`config.mk`:
```
export PLATFORM = sky130hd
export DESIGN_NAME = bal_meas_seq
export DESIGN_NICKNAME = d
export VERILOG_FILES = /design/src/rtl/bms_seq_pkg.sv /design/src/rtl/bms_slot_step.sv /design/src/rtl/bms_bal_gate.sv /design/src/rtl/bal_meas_seq.sv
export SDC_FILE = /design/constraint.sdc
export NUM_CORES = 1
export LEC_CHECK = 0
export BUFFER_PORTS_ARGS = -buffer_cell sky130_fd_sc_hd__buf_2
export CORE_ASPECT_RATIO = 0.5
export CORE_MARGIN = 2
export CORE_UTILIZATION = 40
export DETAILED_ROUTE_END_ITERATION = 7
export PLACE_DENSITY = 0.71
export RECOVER_POWER = 100
export SYNTH_ARGS = -nofsm -noshare
export SYNTH_HDL_FRONTEND = slang
export SYNTH_SLANG_ARGS = --single-unit
```
`constraint.sdc`:
```
create_clock -name clk -period 2.14 [get_ports clk]
set_input_delay 0.214 -clock clk [delete_from_list [all_inputs] [get_ports clk]]
set_output_delay 0.214 -clock clk [all_outputs]
set_load 0.02 [all_outputs]
```
`src/rtl/bms_seq_pkg.sv`:
```
package bms_seq_pkg;

    typedef enum logic [1:0] {
        SK_CELL  = 2'd0,
        SK_STACK = 2'd1,
        SK_TEMP  = 2'd2,
        SK_CURR  = 2'd3
    } slot_kind_e;

    typedef enum logic [1:0] {
        PH_SETUP = 2'd0,
        PH_ARM   = 2'd1,
        PH_WAIT  = 2'd2
    } phase_e;

endpackage

```
`src/rtl/bms_slot_step.sv`:
```
module bms_slot_step
    import bms_seq_pkg::*;
#(
    parameter int N_CELLS = 10,
    parameter int N_TEMP  = 3,
    parameter int N_PAD   = 2,
    parameter int IDXW    = 4
) (
    input  slot_kind_e      kind,
    input  logic [IDXW-1:0] idx,
    input  logic            pad_req,
    output slot_kind_e      nkind,
    output logic [IDXW-1:0] nidx
);
    localparam int PAD_LAST = (N_PAD > 0) ? N_PAD - 1 : 0;

    logic pad_on;

    // the padding variant exists only when the parameter asks for it
    if (N_PAD > 0) begin : g_pad
        assign pad_on = pad_req;
    end else begin : g_nopad
        assign pad_on = 1'b0;
    end

    always_comb begin
        nkind = kind;
        nidx  = idx + IDXW'(1);
        case (kind)
            SK_CELL: begin
                if (idx == IDXW'(N_CELLS - 1)) begin
                    nkind = SK_STACK;
                    nidx  = '0;
                end
            end
            SK_STACK: begin
                nkind = SK_TEMP;
                nidx  = '0;
            end
            SK_TEMP: begin
                if (idx == IDXW'(N_TEMP - 1)) begin
                    nkind = pad_on ? SK_CURR : SK_CELL;
                    nidx  = '0;
                end
            end
            default: begin
                if (idx == IDXW'(PAD_LAST)) begin
                    nkind = SK_CELL;
                    nidx  = '0;
                end
            end
        endcase
    end
endmodule

```
`src/rtl/bms_bal_gate.sv`:
```
module bms_bal_gate
    import bms_seq_pkg::*;
#(
    parameter int N_CELLS = 10,
    parameter int IDXW    = 4
) (
    input  slot_kind_e         kind,
    input  logic [IDXW-1:0]    idx,
    input  logic [N_CELLS-1:0] req,
    output logic [N_CELLS-1:0] eff
);
    logic is_cell;
    logic is_stack;

    assign is_cell  = (kind == SK_CELL);
    assign is_stack = (kind == SK_STACK);

    for (genvar i = 0; i < N_CELLS; i++) begin : g_cell
        logic hit_own;
        logic hit_up;
        logic hit_dn;
        logic hit_top;

        assign hit_own = is_cell && (idx == IDXW'(i));

        // cell i+1 measured: this cell is its lower neighbour
        if (i < N_CELLS - 1) begin : g_up
            assign hit_up = is_cell && (idx == IDXW'(i + 1));
        end else begin : g_noup
            assign hit_up = 1'b0;
        end

        // cell i-1 measured: this cell is its upper neighbour
        if (i > 0) begin : g_dn
            assign hit_dn = is_cell && (idx == IDXW'(i - 1));
        end else begin : g_nodn
            assign hit_dn = 1'b0;
        end

        if (i == N_CELLS - 1) begin : g_top
            assign hit_top = is_stack;
        end else begin : g_notop
            assign hit_top = 1'b0;
        end

        assign eff[i] = req[i] & ~(hit_own | hit_up | hit_dn | hit_top);
    end
endmodule

```
`src/rtl/bal_meas_seq.sv`:
```
module bal_meas_seq
    import bms_seq_pkg::*;
#(
    parameter int N_CELLS = 10,
    parameter int N_TEMP  = 3,
    parameter int N_PAD   = 2,
    localparam int SPAN_A = (N_CELLS > N_TEMP) ? N_CELLS : N_TEMP,
    localparam int SPAN_B = (SPAN_A > N_PAD) ? SPAN_A : N_PAD,
    localparam int IDXW   = (SPAN_B > 2) ? $clog2(SPAN_B) : 1
) (
    input  logic               clk,
    input  logic               rst,
    input  logic [N_CELLS-1:0] bal_req,
    input  logic               slow_en,
    input  logic               adc_done,
    output logic [1:0]         slot_kind,
    output logic [IDXW-1:0]    slot_idx,
    output logic               adc_start,
    output logic [N_CELLS-1:0] bal_en
);
    typedef struct packed {
        slot_kind_e         kind;
        logic [IDXW-1:0]    idx;
        phase_e             ph;
        logic               start;
        logic [N_CELLS-1:0] bal;
        logic [N_CELLS-1:0] req;
        logic               slow;
    } seq_t;

    localparam seq_t SEQ_RST = '{
        kind:  SK_CELL,
        idx:   '0,
        ph:    PH_SETUP,
        start: 1'b0,
        bal:   '0,
        req:   '0,
        slow:  1'b0
    };

    seq_t s_d, s_q;

    logic               pass_head;
    logic [N_CELLS-1:0] req_use;
    logic [N_CELLS-1:0] eff_mask;
    slot_kind_e         step_kind;
    logic [IDXW-1:0]    step_idx;

    // first cycle of the cell 1 slot opens a new loop
    assign pass_head = (s_q.ph == PH_SETUP) && (s_q.kind == SK_CELL) && (s_q.idx == '0);
    assign req_use   = pass_head ? bal_req : s_q.req;

    bms_bal_gate #(
        .N_CELLS (N_CELLS),
        .IDXW    (IDXW)
    ) u_gate (
        .kind (s_q.kind),
        .idx  (s_q.idx),
        .req  (req_use),
        .eff  (eff_mask)
    );

    bms_slot_step #(
        .N_CELLS (N_CELLS),
        .N_TEMP  (N_TEMP),
        .N_PAD   (N_PAD),
        .IDXW    (IDXW)
    ) u_step (
        .kind    (s_q.kind),
        .idx     (s_q.idx),
        .pad_req (s_q.slow && (|s_q.req)),
        .nkind   (step_kind),
        .nidx    (step_idx)
    );

    always_comb begin
        s_d       = s_q;
        s_d.start = 1'b0;
        case (s_q.ph)
            PH_SETUP: begin
                if (pass_head) begin
                    s_d.req  = bal_req;
                    s_d.slow = slow_en;
                end
                s_d.bal = eff_mask;
                s_d.ph  = PH_ARM;
            end
            PH_ARM: begin
                s_d.start = 1'b1;
                s_d.ph    = PH_WAIT;
            end
            PH_WAIT: begin
                if (adc_done) begin
                    s_d.kind = step_kind;
                    s_d.idx  = step_idx;
                    s_d.ph   = PH_SETUP;
                end
            end
            default: s_d.ph = PH_SETUP;
        endcase
    end

    always_ff @(posedge clk) begin
        if (rst) begin
            s_q <= SEQ_RST;
        end else begin
            s_q <= s_d;
        end
    end

    assign slot_kind = s_q.kind;
    assign slot_idx  = s_q.idx;
    assign adc_start = s_q.start;
    assign bal_en    = s_q.bal;
endmodule

```
==> impl_metrics.env <==
export IMPL_synthArstFlopShare_pct=0
export IMPL_synth_edf_count=0
export IMPL_post_cts_resize_count=0
export IMPL_grt_use_met2_pct=24.33
export IMPL_internal_power_mw=1.082
export IMPL_yosysUniqueCellTypes=44
export IMPL_synthesis_area_um2=1573
export IMPL_htree_levels=2
export IMPL_switching_share_pct=27.20
export IMPL_slew_headroom_pct=64.56
export IMPL_max_cap_violations=0
export IMPL_use_met1_pct=22.99
export IMPL_coreArea_um2=3844
export IMPL_worstPathRequired_ns=2.34
export IMPL_critical_path_class="reg2reg"
export IMPL_p_clk_share_pct=39.3
export IMPL_holdPathStages=3
export IMPL_worst_setup_path_end_kind="flip-flop"
export IMPL_grt_pass1_vias=1200
export IMPL_endpoint="slot_kind[0]"
export IMPL_cts_root_buffer="clkbuf_8"
export IMPL_path_clk_slew_ns=0.06
export IMPL_seq_area_frac_synth_pct=38.19
export IMPL_wl_per_cell_um=14.47
export IMPL_r2r_cells=6
export IMPL_hpwl_um=2594
export IMPL_ios=31
export IMPL_setup_violations=0
export IMPL_clk_latency_ns=0.29
export IMPL_numCtsBuffers=5
export IMPL_ys_ff_latch=30
export IMPL_port_buffers=30
export IMPL_die_area_um2=4480
export IMPL_cp_arrival_ns=2.05
export IMPL_finalHoldViolCount=0
export IMPL_timing_final_crit_period_ns=1.849
export IMPL_max_clock_path_buffers=2
export IMPL_final_util_pct=44.95
export IMPL_worst_pin_slew_ns=0.5316
export IMPL_drcViolationCount=0
export IMPL_p_per_area_nw_per_um2=860.0
export IMPL_grt_overflow=0
export IMPL_fillCellCount=393
export IMPL_wl_um=3632
export IMPL_drtPass1Iterations=5
export IMPL_grt_max_degree=29
export IMPL_grt_use_total_pct=17.07
export IMPL_grt_pass1_wl_um=5878
export IMPL_p_leak_nw=0.6650
export IMPL_finalNetCount=215
export IMPL_start_util_pct=40.92
export IMPL_cts_tree="built"
export IMPL_p_switching_uw=404.2
export IMPL_vias_per_cell=5.502
export IMPL_grt_busiest_layer="met2"
export IMPL_cts_setup_buffers=0
export IMPL_via_count=1381
export IMPL_fp_dieH_um=48.34
export IMPL_drt_antenna_violating_nets=0
export IMPL_drtIter0Drc=143
export IMPL_n_antenna_cell=0
export IMPL_peakVddDrop_mv=0.3582
export IMPL_yosys_warnings=0
export IMPL_startpoint_type="flip-flop"
export IMPL_r2r_end="slot_kind[0]"
export IMPL_setup_tns_ns=0
export IMPL_status="finished clean"
export IMPL_cp_max_fo=6
export IMPL_skew_ns=0.004634
export IMPL_die_width_um=92.68
export IMPL_ys_flop_type="dfxtp_1"
export IMPL_clock_sinks=30
export IMPL_synth_nets=200
export IMPL_fmax_ghz=0.5408
export IMPL_rsz0062_at_grt="false"
export IMPL_rr_startpoint="slot_idx[1]"
export IMPL_drv_slew=0
export IMPL_areaGrowthSynthToFinish_pct=9.865
export IMPL_min_path_type="in2reg"
export IMPL_seqPwrFrac_pct=43.3
export IMPL_num_rows=16
export IMPL_antenna_found_initial=0
export IMPL_finalCritPeriodShare_pct=86.40
export IMPL_combPwrFrac_pct=17.4
export IMPL_holdWs_ns=0.1520
export IMPL_avgSynthCellArea_um2=8.642
export IMPL_crit_start="slot_idx[1]"
export IMPL_reg2reg_slack_ns=0.29
export IMPL_use_met3_pct=5.296
export IMPL_netlist_instances=182
export IMPL_gp_congestion=0.8677
export IMPL_hold_buffers=0
export IMPL_final_layout_size_suffix_gt1_share_pct=15.74
per-layer routing:
metal,vias to the layer above,routed length [um]
met3,8,250
met2,56,1558
li1,665,-
met5,-,0
met4,0,90
met1,652,1733
stage by stage:
step	power, mW	worst slack [ns]	std cells	area (um^2)
2_1_floorplan	0.8757	0.5019	182	1573
3_3_place_gp	0.9183	0.4227	244	1648
3_5_place_dp	0.9231	0.3745	244	1648
4_1_cts	1.507	0.3350	251	1760
5_1_grt	1.555	0.1909	251	1728
6_report	1.486	0.2910	251	1728
cell usage after synthesis (all sizes together) (2+ instances only):
cell,n,share of area [%]
a21oi,16,5.3
nand3,4,1.6
mux2i,7,4.5
or3b,2,1.1
and2,2,0.80
nand2,11,2.6
dfxtp,30,38
a31oi,2,0.80
a32o,3,1.9
buf,22,10
nand3b,3,1.4
inv,5,1.2
ha,4,3.2
nand2b,3,1.2
nor2b,2,0.80
nor3,4,1.3
clkbuf,5,1.2
o31ai,2,0.95
nand4,8,3.2
nor2,17,4.1
o21ai,11,3.7
nor4,3,2.1
o41ai,3,1.7
power groups by stage:
stage          clock network (mW)  registers, mW  logic [mW]
2_1_floorplan                   0          0.646       0.229
3_3_place_gp                    0          0.654       0.264
3_5_place_dp                    0          0.655       0.268
4_1_cts                     0.594          0.643       0.269
5_1_grt                     0.621          0.650       0.284
6_report                    0.584          0.643       0.258
sequential cells by signal, indices dropped and copies added (netlist names):
| register | cells |
|---|---|
| bal_en | 10 |
| adc_start | 1 |
| slot_kind | 2 |
| s_q | 13 |
| slot_idx | 4 |
cells by family after synthesis:
family / Yosys count / share of synthesized area, %
adder cells (fa/ha/maj): 4 / 3.182
flip-flops: 30 / 38.19
AND/OR/NAND/NOR: 64 / 23.07
AO/OA/AOI/OAI: 45 / 18.46
buffers and inverters: 32 / 12.65
multiplexers: 7 / 4.455
cell type report:
cell class                      instances  area, um^2  share of cell area [%]
Multi-Input combinational cell        120       769.5                   44.53
Clock inverter                          1       30.03                   1.738
Tap cell                               54       67.56                   3.910
Inverter                                5       18.77                   1.086
Clock buffer                            6       82.58                   4.779
Timing Repair Buffer                   35       158.9                   9.196
Sequential cell                        30       600.6                   34.76
worst min path at each step:
stage	from	end	slack, ns
finish	slow_en	s_q[0]	0.15
global route	slow_en	s_q[0]	0.17
CTS	slow_en	s_q[0]	0.15
detailed placement	bal_en[9]	bal_en[9]	0.44
global placement	bal_en[2]	bal_en[2]	0.43
floorplan	slow_en	s_q[0]	0.36
worst max-delay path, stage by stage (launching register included):
cell      delay, ns
dfxtp_1        0.43
inv_1          0.10
ha_1           0.28
nor3b_1        0.17
o21ai_1        0.39
a21oi_1        0.17
a211oi_1       0.23
cells in the final DEF (no fill, tap or decap), drive strengths merged:
cell | synthesis | layout
o22ai | 1 | 1
a211oi | 1 | 1
ha | 4 | 4
and3b | 1 | 1
o21ai | 11 | 11
dfxtp | 30 | 30
nor4 | 3 | 3
nor2b | 2 | 2
or3b | 2 | 2
nor3b | 1 | 1
o31ai | 2 | 2
nand4 | 8 | 8
nand2 | 11 | 11
buf | 22 | 18
o41ai | 3 | 3
clkbuf | 5 | 23
a21oi | 16 | 16
o32ai | 1 | 1
nand2b | 3 | 3
nand4bb | 1 | 1
nand3b | 3 | 3
mux2i | 7 | 7
a32o | 3 | 3
a31oi | 2 | 2
or4 | 1 | 1
bufinv | 0 | 1
o21a | 1 | 1
and2 | 2 | 2
nand3 | 4 | 4
inv | 5 | 5
a221o | 1 | 1
a22o | 1 | 1
o211ai | 1 | 1
a21o | 1 | 1
nor2 | 17 | 17
or2 | 1 | 1
nor3 | 4 | 4
Power figures use the tool's default switching activity.
